==> config.mk <==
export PLATFORM = sky130hd
export DESIGN_NAME = cache_buf_alloc
export DESIGN_NICKNAME = d
export VERILOG_FILES = /design/src/rtl/cba_pkg.sv /design/src/rtl/cba_pool.sv /design/src/rtl/cba_block_ctl.sv /design/src/rtl/cache_buf_alloc.sv
export SDC_FILE = /design/constraint.sdc
export NUM_CORES = 1
export LEC_CHECK = 0
export ABC_AREA = 1
export BUFFER_PORTS_ARGS = -buffer_cell sky130_fd_sc_hd__clkbuf_2
export CORE_MARGIN = 1.5
export CORE_UTILIZATION = 49
export CTS_BUF_LIST = sky130_fd_sc_hd__clkbuf_16
export CTS_CLUSTER_SIZE = 12
export DETAILED_ROUTE_END_ITERATION = 16
export PLACE_DENSITY = 0.89
export SLEW_MARGIN = 5
export SYNTH_ARGS = -nofsm -noshare
export SYNTH_HDL_FRONTEND = slang
export SYNTH_SLANG_ARGS = --single-unit
==> constraint.sdc <==
create_clock -name clk -period 1.5 [get_ports clk]
set_input_delay 0.3 -clock clk [delete_from_list [all_inputs] [get_ports clk]]
set_output_delay 0.3 -clock clk [all_outputs]
set_load 0.005 [all_outputs]
==> src/rtl/cba_pkg.sv <==
package cba_pkg;
   localparam int NPOOL      = 2;
   localparam int POOL_MISS  = 0;
   localparam int POOL_WRITE = 1;

   typedef enum logic [1:0] {
      KIND_MISS   = 2'd0,
      KIND_WRITE  = 2'd1,
      KIND_UNC_RD = 2'd2,
      KIND_BAD    = 2'd3
   } req_kind_e;
endpackage

==> src/rtl/cba_pool.sv <==
module cba_pool #(
   parameter int DEPTH = 4,
   parameter int IW    = 2
) (
   input  logic          clk,
   input  logic          rst_n,
   input  logic          alloc_en,
   input  logic          issue_en,
   input  logic          issue_rel,
   input  logic [IW-1:0] issue_idx,
   input  logic          free_en,
   input  logic [IW-1:0] free_idx,
   output logic          full,
   output logic [IW-1:0] pick_idx,
   output logic          fill_evt,
   output logic          drain_evt
);
   if (DEPTH < 2) begin : g_bad_depth
      $error("cba_pool: DEPTH must be at least 2");
   end
   if ((1 << IW) < DEPTH) begin : g_bad_iw
      $error("cba_pool: IW too narrow for DEPTH");
   end

   logic [DEPTH-1:0] occ_q, occ_d;
   logic [DEPTH-1:0] svc_q, svc_d;

   // lowest free slot wins
   always_comb begin
      pick_idx = '0;
      for (int i = DEPTH - 1; i >= 0; i--) begin
         if (!occ_q[i]) pick_idx = IW'(i);
      end
   end

   assign full = &occ_q;

   always_comb begin
      occ_d = occ_q;
      svc_d = svc_q;
      if (free_en) begin
         occ_d[free_idx] = 1'b0;
         svc_d[free_idx] = 1'b0;
      end
      if (issue_en) begin
         svc_d[issue_idx] = 1'b1;
         if (issue_rel) begin
            occ_d[issue_idx] = 1'b0;
            svc_d[issue_idx] = 1'b0;
         end
      end
      if (alloc_en) begin
         occ_d[pick_idx] = 1'b1;
         svc_d[pick_idx] = 1'b0;
      end
   end

   assign fill_evt  = alloc_en & (&occ_d);
   assign drain_evt = full & ~(&occ_d);

   always_ff @(posedge clk) begin
      if (!rst_n) begin
         occ_q <= '0;
         svc_q <= '0;
      end else begin
         occ_q <= occ_d;
         svc_q <= svc_d;
      end
   end

   assert_issue_pending_R8: assert property (@(posedge clk) disable iff (!rst_n)
      issue_en |-> (occ_q[issue_idx] && !svc_q[issue_idx] && int'(issue_idx) < DEPTH));
   assert_free_occupied_R9: assert property (@(posedge clk) disable iff (!rst_n)
      free_en |-> (occ_q[free_idx] && int'(free_idx) < DEPTH));
   assert_no_clash_R9: assert property (@(posedge clk) disable iff (!rst_n)
      (free_en && issue_en) |-> (free_idx != issue_idx));
   assert_alloc_not_full_R7: assert property (@(posedge clk) disable iff (!rst_n)
      alloc_en |-> !full);
   assert_unfull_cause_R9: assert property (@(posedge clk) disable iff (!rst_n)
      $fell(full) |-> $past(free_en || (issue_en && issue_rel)));
endmodule

==> src/rtl/cba_block_ctl.sv <==
module cba_block_ctl #(
   parameter int NC = 2
) (
   input  logic          clk,
   input  logic          rst_n,
   input  logic [NC-1:0] set_vec,
   input  logic [NC-1:0] clr_vec,
   input  logic          cpu_req_valid,
   output logic [NC-1:0] mask,
   output logic          cpu_ready,
   output logic          cpu_retry
);
   logic [NC-1:0] mask_q, mask_d;
   logic          pend_q, pend_d;
   logic          retry_q, retry_d;
   logic          refused_now, last_clear;

   assign mask_d      = (mask_q | set_vec) & ~clr_vec;
   assign refused_now = cpu_req_valid & (|mask_q);
   assign last_clear  = (|mask_q) & ~(|mask_d);

   always_comb begin
      if (last_clear) begin
         retry_d = pend_q | refused_now;
         pend_d  = 1'b0;
      end else begin
         retry_d = 1'b0;
         pend_d  = pend_q | refused_now;
      end
   end

   always_ff @(posedge clk) begin
      if (!rst_n) begin
         mask_q  <= '0;
         pend_q  <= 1'b0;
         retry_q <= 1'b0;
      end else begin
         mask_q  <= mask_d;
         pend_q  <= pend_d;
         retry_q <= retry_d;
      end
   end

   assign mask      = mask_q;
   assign cpu_ready = ~(|mask_q);
   assign cpu_retry = retry_q;

   assert_set_clr_apart_R6: assert property (@(posedge clk) disable iff (!rst_n)
      (set_vec & clr_vec) == '0);
   assert_block_after_fill_R6: assert property (@(posedge clk) disable iff (!rst_n)
      (|set_vec) |=> !cpu_ready);
   assert_retry_single_R10: assert property (@(posedge clk) disable iff (!rst_n)
      cpu_retry |=> !cpu_retry);
   assert_retry_when_ready_R10: assert property (@(posedge clk) disable iff (!rst_n)
      cpu_retry |-> (cpu_ready && $rose(cpu_ready)));
endmodule

==> src/rtl/cache_buf_alloc.sv <==
module cache_buf_alloc
   import cba_pkg::*;
#(
   parameter int AW         = 32,
   parameter int BLK_BYTES  = 64,
   parameter int MISS_DEPTH = 4,
   parameter int WR_DEPTH   = 4,
   parameter int SW         = 8,
   localparam int LW        = $clog2(BLK_BYTES) + 1,
   localparam int MAXD      = (MISS_DEPTH > WR_DEPTH) ? MISS_DEPTH : WR_DEPTH,
   localparam int IW        = $clog2(MAXD),
   localparam int PW        = $clog2(NPOOL)
) (
   input  logic             clk,
   input  logic             rst_n,
   input  logic             alloc_valid,
   input  logic [1:0]       alloc_kind,
   input  logic [AW-1:0]    alloc_addr,
   input  logic [LW-1:0]    alloc_size,
   input  logic             alloc_send,
   output logic             alloc_ok,
   output logic             grant_valid,
   output logic [PW-1:0]    grant_pool,
   output logic [IW-1:0]    grant_idx,
   output logic [SW-1:0]    grant_seq,
   output logic [AW-1:0]    grant_addr,
   output logic [LW-1:0]    grant_len,
   output logic             send_req,
   output logic [PW-1:0]    send_cause,
   input  logic             issue_valid,
   input  logic [PW-1:0]    issue_pool,
   input  logic [IW-1:0]    issue_idx,
   input  logic             issue_release,
   input  logic             free_valid,
   input  logic [PW-1:0]    free_pool,
   input  logic [IW-1:0]    free_idx,
   input  logic             cpu_req_valid,
   output logic             cpu_ready,
   output logic             cpu_retry,
   output logic [NPOOL-1:0] stall_mask
);
   if (BLK_BYTES < 2 || (BLK_BYTES & (BLK_BYTES - 1)) != 0) begin : g_bad_blk
      $error("cache_buf_alloc: BLK_BYTES must be a power of two");
   end
   if (SW < 1 || AW <= LW) begin : g_bad_width
      $error("cache_buf_alloc: widths out of range");
   end

   localparam logic [AW-1:0] ALIGN_MASK = ~(AW'(BLK_BYTES - 1));

   req_kind_e            kind;
   logic                 kind_ok;
   logic [PW-1:0]        tgt_pool;
   logic [AW-1:0]        fmt_addr;
   logic [LW-1:0]        fmt_len;
   logic [NPOOL-1:0]     pool_full, fill_v, drain_v;
   logic [IW-1:0]        pick [NPOOL];
   logic [SW-1:0]        seq_q;

   assign kind     = req_kind_e'(alloc_kind);
   assign kind_ok  = (kind != KIND_BAD);
   assign tgt_pool = (kind == KIND_WRITE) ? PW'(POOL_WRITE) : PW'(POOL_MISS);
   assign alloc_ok = alloc_valid & kind_ok & ~pool_full[tgt_pool];

   always_comb begin
      if (kind == KIND_MISS) begin
         fmt_addr = alloc_addr & ALIGN_MASK;
         fmt_len  = LW'(BLK_BYTES);
      end else begin
         fmt_addr = alloc_addr;
         fmt_len  = alloc_size;
      end
   end

   for (genvar p = 0; p < NPOOL; p++) begin : g_pool
      localparam int DEP = (p == POOL_MISS) ? MISS_DEPTH : WR_DEPTH;
      cba_pool #(.DEPTH(DEP), .IW(IW)) u_pool (
         .clk       (clk),
         .rst_n     (rst_n),
         .alloc_en  (alloc_ok && (int'(tgt_pool) == p)),
         .issue_en  (issue_valid && (int'(issue_pool) == p)),
         .issue_rel (issue_release),
         .issue_idx (issue_idx),
         .free_en   (free_valid && (int'(free_pool) == p)),
         .free_idx  (free_idx),
         .full      (pool_full[p]),
         .pick_idx  (pick[p]),
         .fill_evt  (fill_v[p]),
         .drain_evt (drain_v[p])
      );
   end

   cba_block_ctl #(.NC(NPOOL)) u_blk (
      .clk           (clk),
      .rst_n         (rst_n),
      .set_vec       (fill_v),
      .clr_vec       (drain_v),
      .cpu_req_valid (cpu_req_valid),
      .mask          (stall_mask),
      .cpu_ready     (cpu_ready),
      .cpu_retry     (cpu_retry)
   );

   always_ff @(posedge clk) begin
      if (!rst_n) begin
         grant_valid <= 1'b0;
         grant_pool  <= '0;
         grant_idx   <= '0;
         grant_seq   <= '0;
         grant_addr  <= '0;
         grant_len   <= '0;
         send_req    <= 1'b0;
         send_cause  <= '0;
         seq_q       <= '0;
      end else begin
         grant_valid <= alloc_ok;
         send_req    <= alloc_ok & alloc_send;
         if (alloc_ok) begin
            grant_pool <= tgt_pool;
            grant_idx  <= pick[tgt_pool];
            grant_seq  <= seq_q;
            grant_addr <= fmt_addr;
            grant_len  <= fmt_len;
            send_cause <= tgt_pool;
            seq_q      <= seq_q + 1'b1;
         end
      end
   end

   assert_mask_is_full_R6: assert property (@(posedge clk) disable iff (!rst_n)
      stall_mask == pool_full);
   assert_seq_step_R4: assert property (@(posedge clk) disable iff (!rst_n)
      (alloc_ok && grant_valid) |=> (grant_seq == $past(grant_seq) + 1'b1));
   assert_send_with_grant_R11: assert property (@(posedge clk) disable iff (!rst_n)
      send_req |-> (grant_valid && send_cause == grant_pool));
   assert_grant_follows_ok_R5: assert property (@(posedge clk) disable iff (!rst_n)
      grant_valid |-> $past(alloc_ok));
   assert_miss_aligned_R1: assert property (@(posedge clk) disable iff (!rst_n)
      (grant_valid && $past(kind == KIND_MISS)) |->
         ((grant_addr & ~ALIGN_MASK) == '0 && grant_len == LW'(BLK_BYTES)));
endmodule

==> results.sh, run 1 <==
export IMPL_grt_pass1_wl_um=12000
export IMPL_max_freq_mhz=605
export IMPL_wl_per_cell_um=13.4
export IMPL_cts_hold_buf=0
export IMPL_root_buffer="clkbuf_16"
export IMPL_yosysWarnings=0
export IMPL_r2r_end="seq_q[7]$_SDFFE_PN0N_"
export IMPL_violations="negative setup slack"
export IMPL_grt_pass1_vias=2795
export IMPL_comb_power_share=0.133
export IMPL_layout_drive_gt1_share=0.359
export IMPL_p_clk_frac=0.409
export IMPL_setup_tns_ns=-0.279
export IMPL_whs_ns=0.187
export IMPL_row_count=28
export IMPL_vias_per_cell=5.15
export IMPL_cp_end_kind="output pin"
export IMPL_io_buffers=112
export IMPL_die_h_um=81.5
export IMPL_die_width_um=81.5
export IMPL_placed_cell_area_um2=3750
export IMPL_start_util=0.510
export IMPL_dp_hpwl_um=5600
export IMPL_min_period_ns=1.65
export IMPL_yosysUniqueCellTypes=31
export IMPL_cts_sinks=72
export IMPL_crit_fanout=8
export IMPL_h_tree_depth=3
export IMPL_ys_ff_latch=72
export IMPL_cts_path_max_buffers=2
export IMPL_cellLeakagePower_nw=2.05
export IMPL_tritoncts="built"
export IMPL_clk_pin_slew_worst_paths_ns=0.05
export IMPL_fin_crit_sh=1.10
export IMPL_crit_path_start="g_pool[1].u_pool.occ_q[2]$_SDFF_PN0_"
export IMPL_firstDrtPassIters=4
export IMPL_antennaDiodeCount=0
export IMPL_fin_worst_skew_ns=0.00446
export IMPL_async_flop_share=0
export IMPL_synth_top_area_share=0.477
export IMPL_io_pins=113
export IMPL_seqPwrFrac=0.458
export IMPL_hold_viol_final=0
export IMPL_syn_instance_count=419
export IMPL_nets=608
export IMPL_r2r_setup_slack_ns=-0.09
export IMPL_antenna_found_initial=0
export IMPL_synth_edf_count=0
export IMPL_ff2ff_path_depth=12
export IMPL_switchingPower_w=0.00112
export IMPL_synth_flop_cell="dfxtp_1"
export IMPL_maxCapViolCount=0
export IMPL_wirelength_um=8470
export IMPL_hold_depth=3
export IMPL_grt_start_max_net_pins=48
export IMPL_synth_area_top_cells="dfxtp_1 48%, nand2_1 14%, a21oi_1 8.3%"
export IMPL_ir_drop_uv=907
export IMPL_drc_errors=0
export IMPL_grt_use_total=0.235
export IMPL_synthesis_nets=475
export IMPL_status="finished, violations left"
export IMPL_post_route_cell_area_um2=4280
export IMPL_hold_path_endpoint="send_req$_SDFF_PN0_"
export IMPL_gp_congestion=0.931
export IMPL_stdcell_count=630
export IMPL_setup_ws_ns=-0.154
export IMPL_holdCritStartpoint="alloc_send"
export IMPL_netlist_area_um2=3020
export IMPL_sw_frac_of_total=0.250
export IMPL_critPathLaunchType="register"
export IMPL_vias=3245
export IMPL_syn_avg_cell_area_um2=7.21
export IMPL_required_ns=1.20
export IMPL_area_delta_synth_final_pct=41.6
export IMPL_ys_seq_area_frac=0.477
export IMPL_postRouteAntennaNets=0
export IMPL_drv_slew=0
export IMPL_internal_power_w=0.00336
export IMPL_cts_buffers=9
export IMPL_worstPathArrival_ns=1.35
export IMPL_cellPowerDensity_nw_per_um2=1050
export IMPL_core_area_um2=5920
export IMPL_drt_iter0_drc=222
export IMPL_p_total_w=0.00448
export IMPL_slew_headroom=0.745
export IMPL_r2r_start="g_pool[1].u_pool.occ_q[3]$_SDFF_PN0_"
export IMPL_die_area_um2=6640
export IMPL_synth_top_area_cell="dfxtp_1"
export IMPL_setup_viol=4
export IMPL_rsz0062_at_grt="yes"
export IMPL_min_path_type="input port to register"
export IMPL_crit_type="register to output pin"
export IMPL_tightest_slew_ns=0.382
export IMPL_grt_ovfl_total=0
export IMPL_dp_cells=604
export IMPL_insertion_delay_ns=0.32
logic make-up after synthesis:
logic type | count (synthesis) | synth area share
AO/OA/AOI/OAI | 72 | 0.125
adder cells (fa/ha/maj) | 1 | 0.00414
buffers and inverters | 61 | 0.0833
flip-flops | 72 | 0.477
AND/OR/NAND/NOR | 213 | 0.310
synth_stat cells (3+ instances only):
cell      count
buf_2        10
clkbuf_1      5
nand2_1     114
a21oi_1      50
nand3_1      35
nor3_1        6
inv_1        39
dfxtp_1      72
nand2_4       3
nand4_1       5
nor2_1       39
o21ai_0      10
o21ai_1       6
a31oi_1       3
power groups by stage:
| stage | sequential (W) | clock [W] | combinational [W] |
|---|---|---|---|
| 5_1_grt | 0.00207 | 0.00195 | 0.000652 |
| 6_report | 0.00206 | 0.00183 | 0.000596 |
| 2_1_floorplan | 0.00210 | 0 | 0.000249 |
| 3_5_place_dp | 0.00209 | 0 | 0.000512 |
| 3_3_place_gp | 0.00209 | 0 | 0.000494 |
| 4_1_cts | 0.00205 | 0.00185 | 0.000522 |
flip-flops by register name, indices dropped and copies added (netlist names):
register and flops:
send_req 1, grant_valid 1, seq_q 8, u_blk.pend_q 1, u_blk.mask 2, send_cause 1
u_blk.cpu_retry 1, grant_seq 8, g_pool.u_pool.occ_q 8, grant_len 7, grant_idx 2, grant_addr 32
worst max-delay path, stage by stage (launching register included):
cell and delay (ns):
dfxtp_2 0.35, nand2_4 0.07, o21ai_2 0.15, nand2_2 0.09
nand2_4 0.09, inv_4 0.06, buf_12 0.13, clkbuf_2 0.10
stage by stage:
stage	util	worst slack, ns
floorplan	-	0.170
global placement	0.633	-0.124
detailed placement	0.633	-0.247
CTS	0.681	-0.203
global route	0.722	-0.228
finish	0.722	-0.154
placed cells by master, fill, tap and decap left out, types with 2 or more instances in the layout:
master	count
a21oi_1	48
a21oi_2	2
a31oi_1	3
and2_1	2
buf_12	4
buf_4	21
buf_6	2
clkbuf_16	11
clkbuf_2	112
clkinv_2	3
dfxtp_1	66
dfxtp_2	6
inv_1	38
inv_2	2
inv_4	2
nand2_1	108
nand2_2	6
nand2_4	4
nand3_1	34
nand4_1	5
nor2_1	35
nor2_2	2
nor2_4	4
nor3_1	6
o21ai_0	6
o21ai_2	9
routing by layer:
| metal | global-route usage | share of wire |
|---|---|---|
| met1 | 0.275 | 0.41 |
| met2 | 0.424 | 0.52 |
| met3 | 0.0489 | 0.057 |
| met4 | 0.0776 | 0.012 |
| met5 | 0 | 0 |
worst max path at each step:
stage | endpoint | cells past startpoint
global route | alloc_ok | 7
global placement | grant_len[0]$_SDFFE_PN0N_ | 9
CTS | alloc_ok | 7
detailed placement | grant_len[0]$_SDFFE_PN0N_ | 9
floorplan | seq_q[6]$_SDFFE_PN0N_ | 12
finish | alloc_ok | 7
area by class of cell:
| cell class | instances | area (um^2) |
|---|---|---|
| repair buffers | 141 | 871 |
| clock buffers | 9 | 225 |
| clock inverters | 5 | 26.3 |
| well taps | 75 | 93.8 |
| multi-input cells | 286 | 1450 |
| flip-flops and latches | 72 | 1450 |
| fillers | 455 | 1650 |
| inverters | 42 | 163 |
repair_timing:
action	4_1_cts	5_1_grt
resized for setup	6	41
cloned	0	2
pin swaps	1	15
buffers inserted	3	9
endpoints found under the setup margin	19	48
Note: power is estimated with default switching activity, not from simulation.
==> run 2, diff against run 1 <==
CORE_UTILIZATION = 46   (was 49)
CTS_BUF_LIST = sky130_fd_sc_hd__clkbuf_4 sky130_fd_sc_hd__clkbuf_8   (was sky130_fd_sc_hd__clkbuf_16)
PLACE_DENSITY = 0.87   (was 0.89)
clock period = 1.47 ns   (was 1.5 ns; I/O delays follow)
==> run 2 against run 1 <==
Compared with the run above:
- the run still ends with negative setup slack left
- register-to-register slack improved by 0.03 ns
- sequential power hardly changed
- hold slack worse by 0.016 ns
- die area increased by 6.3%
- final area down 0.38%
- first-iteration DRC count rose by 1.8%
- critical path type unchanged
- largest cell class is now multi-input gates
- highest routed layer unchanged
==> results.sh, run 2 (synthesis results as in run 1) <==
export IMPL_cts_hold_buf=0
export IMPL_seqPwrFrac=0.511
export IMPL_mostFrequentLayoutCells="112 x clkbuf_2, 107 x nand2_1, 64 x dfxtp_1"
export IMPL_grt_pass1_vias=3031
export IMPL_nets=612
export IMPL_max_freq_mhz=631
export IMPL_violations="negative setup slack"
export IMPL_min_period_ns=1.59
export IMPL_cellPowerDensity_nw_per_um2=962
export IMPL_critPathMostFrequentCell="nand2_2"
export IMPL_status="finished, violations left"
export IMPL_slew_headroom=0.753
export IMPL_cts_path_max_buffers=2
export IMPL_grt_use_total=0.236
export IMPL_tritoncts="built"
export IMPL_final_common_cell="clkbuf_2"
export IMPL_h_tree_depth=3
export IMPL_setup_viol=11
export IMPL_largest_register_ff_count=32
export IMPL_rsz0062_at_grt="yes"
export IMPL_ir_drop_uv=828
export IMPL_antenna_found_initial=0
export IMPL_switchingPower_w=0.00107
export IMPL_crit_type="register to output pin"
export IMPL_io_pins=113
export IMPL_wl_per_cell_um=13.3
export IMPL_internal_power_w=0.00303
export IMPL_cellLeakagePower_nw=2.03
export IMPL_vias_per_cell=5.10
export IMPL_required_ns=1.18
export IMPL_die_width_um=84.0
export IMPL_die_h_um=84.0
export IMPL_fin_worst_skew_ns=0.00531
export IMPL_wirelength_um=8480
export IMPL_layout_drive_gt1_share=0.374
export IMPL_insertion_delay_ns=0.34
export IMPL_placed_cell_area_um2=3750
export IMPL_min_path_type="input port to register"
export IMPL_tightest_slew_ns=0.370
export IMPL_worstPathArrival_ns=1.29
export IMPL_slowest_delay_ns=0.34
export IMPL_cts_buffers=9
export IMPL_comb_power_share=0.149
export IMPL_top_register="grant_addr"
export IMPL_io_buffers=112
export IMPL_fin_crit_sh=1.08
export IMPL_drv_slew=0
export IMPL_row_count=29
export IMPL_gp_congestion=0.974
export IMPL_grt_ovfl_total=0
export IMPL_cts_sinks=72
export IMPL_grt_start_max_net_pins=48
export IMPL_core_area_um2=6350
export IMPL_antennaDiodeCount=0
export IMPL_crit_path_start="g_pool[1].u_pool.occ_q[2]$_SDFF_PN0_"
export IMPL_stdcell_count=638
export IMPL_cp_slowest_cell="dfxtp_2"
export IMPL_critPathLaunchType="register"
export IMPL_firstDrtPassIters=6
export IMPL_postRouteAntennaNets=0
export IMPL_crit_fanout=3
export IMPL_sw_frac_of_total=0.261
export IMPL_dp_cells=609
export IMPL_die_area_um2=7060
export IMPL_grt_pass1_wl_um=13500
export IMPL_setup_tns_ns=-0.374
export IMPL_vias=3252
export IMPL_area_delta_synth_final_pct=41.1
export IMPL_drc_errors=0
export IMPL_pre_cts_ws_ns=-0.263
export IMPL_start_util=0.475
export IMPL_cp_buffers_inverters=2
export IMPL_hold_viol_final=0
export IMPL_cp_end_kind="output pin"
export IMPL_worstPathCellList="nand2_2 -> o21ai_2 -> nand2_2 -> nand2_4 -> inv_8 -> clkbuf_2"
export IMPL_drt_iter0_drc=226
export IMPL_post_route_cell_area_um2=4260
export IMPL_setup_ws_ns=-0.115
export IMPL_p_clk_frac=0.340
export IMPL_root_buffer="clkbuf_8"
export IMPL_cp_top_family="flip-flops"
export IMPL_clk_pin_slew_worst_paths_ns=0.07
export IMPL_r2r_start="g_pool[1].u_pool.occ_q[1]$_SDFF_PN0_"
export IMPL_maxCapViolCount=0
export IMPL_holdCritStartpoint="alloc_send"
export IMPL_dp_hpwl_um=5620
==> run 2: cell types whose count changed in the layout (fill, tap and decap cells not counted), moves of 2 or more <==
cell       before  now
nand3_1        34   32
clkbuf_16      11    2
o21ai_2         9    7
dfxtp_1        66   64
buf_4          21   26
nand3_2         1    3
inv_4           2    0
clkbuf_8        0   10
o21ai_1         1    3
clkbuf_4        0    3
==> run 2: through the flow <==
stage	hold slack (ns)	total power, W	util
after floorplan	0.416	0.00239	-
after global placement	0.452	0.00262	0.590
after detailed placement	0.454	0.00264	0.590
after CTS	0.157	0.00406	0.638
after global routing	0.154	0.00430	0.671
final	0.170	0.00410	0.671
==> run 2: cell type report <==
class	count	area, um^2
clock buffers	13	160
clock inverters	3	17.5
fillers	534	2090
inverters	42	165
multi-input cells	286	1470
flip-flops and latches	72	1450
well taps	77	96.3
repair buffers	145	897
==> run 2: path summary, 6_finish.rpt <==
check                              end  slack, ns  cells after the start
min reg2reg  grant_seq[6]$_SDFFE_PN0N_       0.46                      2
max reg2reg      seq_q[7]$_SDFFE_PN0N_      -0.06                     11
max                           alloc_ok      -0.12                      6
min                send_req$_SDFF_PN0_       0.17                      3
==> run 2: power groups by stage <==
stage	Clock, W	Combinational [W]	Sequential, W
2_1_floorplan	0	0.000254	0.00214
3_3_place_gp	0	0.000488	0.00213
3_5_place_dp	0	0.000504	0.00213
4_1_cts	0.00143	0.000543	0.00209
5_1_grt	0.00153	0.000675	0.00210
6_report	0.00140	0.000610	0.00209
==> run 2: routing by layer <==
metal | vias up | GRT usage | part of all wire
li1 | 1623 | - | -
met4 | 0 | 0.0760 | 0.023
met1 | 1479 | 0.291 | 0.40
met2 | 128 | 0.401 | 0.51
met5 | - | 0 | 0
met3 | 22 | 0.0643 | 0.067
==> run 2: worst min-delay path, cell delays in order <==
cell and delay, ns:
clkbuf_2 0.08, nand2_1 0.05, nor2_1 0.04
==> run 2: what timing repair did <==
item / in CTS / in global routing
buffers inserted: 8 / 6
pin swaps: 7 / 14
cloned: 0 / 2
setup endpoints to repair: 21 / 61
gates resized for setup: 28 / 32
==> run 3, diff against run 2 <==
ABC_AREA = default   (was 1)
CORE_UTILIZATION = 45   (was 46)
SETUP_SLACK_MARGIN = 0.02   (was default)
==> run 3 against run 2 <==
Compared with the run above:
- die area fell by 1.7%
- count of clock-buffer cells in the layout is 2 lower
- sequential share of layout area down 3.4 points
- the flow still finishes with violations (negative setup slack)
- fmax fell by 12%
- critical path depth is 2 higher
- first-iteration DRC count fell by 43%
- global-route usage up 0.54 points
- clock skew increased by 0.0082 ns
- largest cell class unchanged
- routed wire length increased by 8.8%
- critical endpoint is now seq_q[3]$_SDFFE_PN0N_
- final area grew 11%
- hold slack better by 0.00056 ns
- clock power is 37% higher
- largest power group unchanged
==> results.sh, run 3 <==
export IMPL_status="finished, violations left"
export IMPL_violations="negative setup slack"
export IMPL_io_buffers=112
export IMPL_ys_top_cells_by_count="97 x nand2_1, 72 x dfxtp_1, 56 x a21oi_1"
export IMPL_cts_buffers=9
export IMPL_grt_pass1_vias=3076
export IMPL_ys_ff_latch=72
export IMPL_gp_congestion=0.900
export IMPL_fin_crit_sh=1.22
export IMPL_die_h_um=83.3
export IMPL_drv_slew=0
export IMPL_cts_hold_buf=0
export IMPL_antenna_found_initial=0
export IMPL_nets=577
export IMPL_final_common_cell="clkbuf_2"
export IMPL_worstPathArrival_ns=2.07
export IMPL_crit_type="register to register"
export IMPL_rsz0062_at_grt="yes"
export IMPL_crit_fanout=6
export IMPL_insertion_delay_ns=0.34
export IMPL_wl_per_cell_um=15.3
export IMPL_vias_per_cell=5.29
export IMPL_fin_worst_skew_ns=0.0135
export IMPL_synth_top_area_cell="dfxtp_1"
export IMPL_slew_headroom=0.753
export IMPL_core_area_um2=6280
export IMPL_yosysWarnings=0
export IMPL_layout_filler_cells=436
export IMPL_cp_end_kind="register"
export IMPL_syn_instance_count=353
export IMPL_worstPathCellList="nand4_1 -> nor3b_4 -> o21ai_4 -> buf_4 -> buf_8 -> buf_8 -> or3_4 -> a21oi_2"
export IMPL_post_route_cell_area_um2=4720
export IMPL_cts_path_max_buffers=2
export IMPL_grt_start_max_net_pins=28
export IMPL_yosysMostFrequentCell="nand2_1"
export IMPL_grt_ovfl_total=0
export IMPL_pre_cts_ws_ns=-0.356
export IMPL_min_path_type="input port to register"
export IMPL_synth_area_top_cells="dfxtp_1 50%, nand2_1 13%, a21oi_1 9.7%"
export IMPL_cp_slowest_cell="or3_4"
export IMPL_hold_viol_final=0
export IMPL_tightest_slew_ns=0.370
export IMPL_firstDrtPassIters=4
export IMPL_maxCapViolCount=0
export IMPL_dp_hpwl_um=5440
export IMPL_area_delta_synth_final_pct=62.8
export IMPL_yosysUniqueCellTypes=44
export IMPL_tritoncts="built"
export IMPL_max_freq_mhz=557
export IMPL_synth_top_area_share=0.497
export IMPL_h_tree_depth=3
export IMPL_drt_iter0_drc=128
export IMPL_wirelength_um=9230
export IMPL_synthesis_nets=409
export IMPL_dp_cells=560
export IMPL_critPathMostFrequentCell="buf_8"
export IMPL_grt_use_total=0.242
export IMPL_die_width_um=83.3
export IMPL_placed_cell_area_um2=3820
export IMPL_antennaDiodeCount=0
export IMPL_cellPowerDensity_nw_per_um2=987
export IMPL_synth_edf_count=0
export IMPL_layout_drive_gt1_share=0.508
export IMPL_clk_pin_slew_worst_paths_ns=0.08
export IMPL_start_util=0.462
export IMPL_mostFrequentLayoutCells="112 x clkbuf_2, 78 x nand2_1, 65 x dfxtp_1"
export IMPL_drc_errors=0
export IMPL_stdcell_count=603
export IMPL_netlist_area_um2=2900
export IMPL_min_period_ns=1.79
export IMPL_ir_drop_uv=785
export IMPL_cellLeakagePower_nw=2.09
export IMPL_synth_flop_cell="dfxtp_1"
export IMPL_grt_pass1_wl_um=13500
export IMPL_largest_register_ff_count=32
export IMPL_required_ns=1.75
export IMPL_syn_avg_cell_area_um2=8.22
export IMPL_cts_sinks=72
export IMPL_die_area_um2=6940
export IMPL_setup_ws_ns=-0.325
export IMPL_setup_viol=64
export IMPL_ys_seq_area_frac=0.497
export IMPL_row_count=29
export IMPL_slowest_delay_ns=0.37
export IMPL_io_pins=113
export IMPL_async_flop_share=0
export IMPL_postRouteAntennaNets=0
export IMPL_critPathLaunchType="register"
export IMPL_root_buffer="clkbuf_8"
export IMPL_top_register="grant_addr"
export IMPL_vias=3187
==> run 3: layout make-up <==
type / instances / area (um^2) / share of cell area
Multi-Input combinational cell: 253 / 1580 / 0.334
Inverter: 6 / 22.5 / 0.00477
Sequential cell: 72 / 1450 / 0.307
Clock buffer: 11 / 145 / 0.0307
Tap cell: 77 / 96.3 / 0.0204
Timing Repair Buffer: 179 / 1330 / 0.281
Clock inverter: 5 / 104 / 0.0220
==> run 3: metal layers <==
layer | vias up | global-route usage | wire [um]
met2 | 113 | 0.429 | 4940
met1 | 1507 | 0.273 | 3610
li1 | 1549 | - | -
met3 | 18 | 0.0497 | 471
met5 | - | 0 | 0
met4 | 0 | 0.121 | 208
==> run 3: worst paths after layout <==
kind	start	endpoint	slack, ns	depth (start not counted)
worst max-delay path	g_pool[1].u_pool.occ_q[1]$_SDFF_PN0_	seq_q[3]$_SDFFE_PN0N_	-0.32	8
worst max register to register	g_pool[1].u_pool.occ_q[1]$_SDFF_PN0_	seq_q[3]$_SDFFE_PN0N_	-0.32	8
worst min register to register	grant_addr[1]$_SDFFE_PN0N_	grant_addr[1]$_SDFFE_PN0N_	0.45	2
worst min-delay path	alloc_addr[12]	grant_addr[12]$_SDFFE_PN0N_	0.17	3
==> run 3: power breakdown <==
group          switching, W  total, W  internal, W
registers         0.0000418   0.00206      0.00202
logic              0.000322  0.000672     0.000350
clock network      0.000731   0.00192      0.00119
==> run 3: stage by stage <==
stage / hold WS, ns / TNS (ns) / power (W) / util
6_report: 0.171 / -10.31 / 0.00466 / 0.752
5_1_grt: 0.145 / -14.94 / 0.00486 / 0.752
4_1_cts: 0.162 / -4.25 / 0.00455 / 0.689
3_5_place_dp: 0.446 / -6.05 / 0.00258 / 0.609
3_3_place_gp: 0.438 / -2.35 / 0.00256 / 0.609
2_1_floorplan: 0.416 / -0.122 / 0.00234 / -
==> run 3: logic make-up after synthesis <==
kind of cell / share of synthesized area
AO/OA/AOI/OAI: 0.170
multiplexers: 0.00345
buffers and inverters: 0.0479
adder cells (fa/ha/maj): 0.00431
XOR/XNOR: 0.0181
flip-flops: 0.497
AND/OR/NAND/NOR: 0.259
==> run 3: critical path, delay by kind of cell, from the launching register on <==
family | cells | cell delay, ns
compound gates | 2 | 0.22
simple gates | 3 | 0.77
buf+inv | 3 | 0.41
flops | 1 | 0.33
==> run 3: timing repair <==
item                                    CTS  global route
buffers inserted                         14             8
pin swaps                                15            21
endpoints found under the setup margin   62            64
cloned                                    2             5
gates resized for setup                  26            65
hold endpoints to repair                  0             0
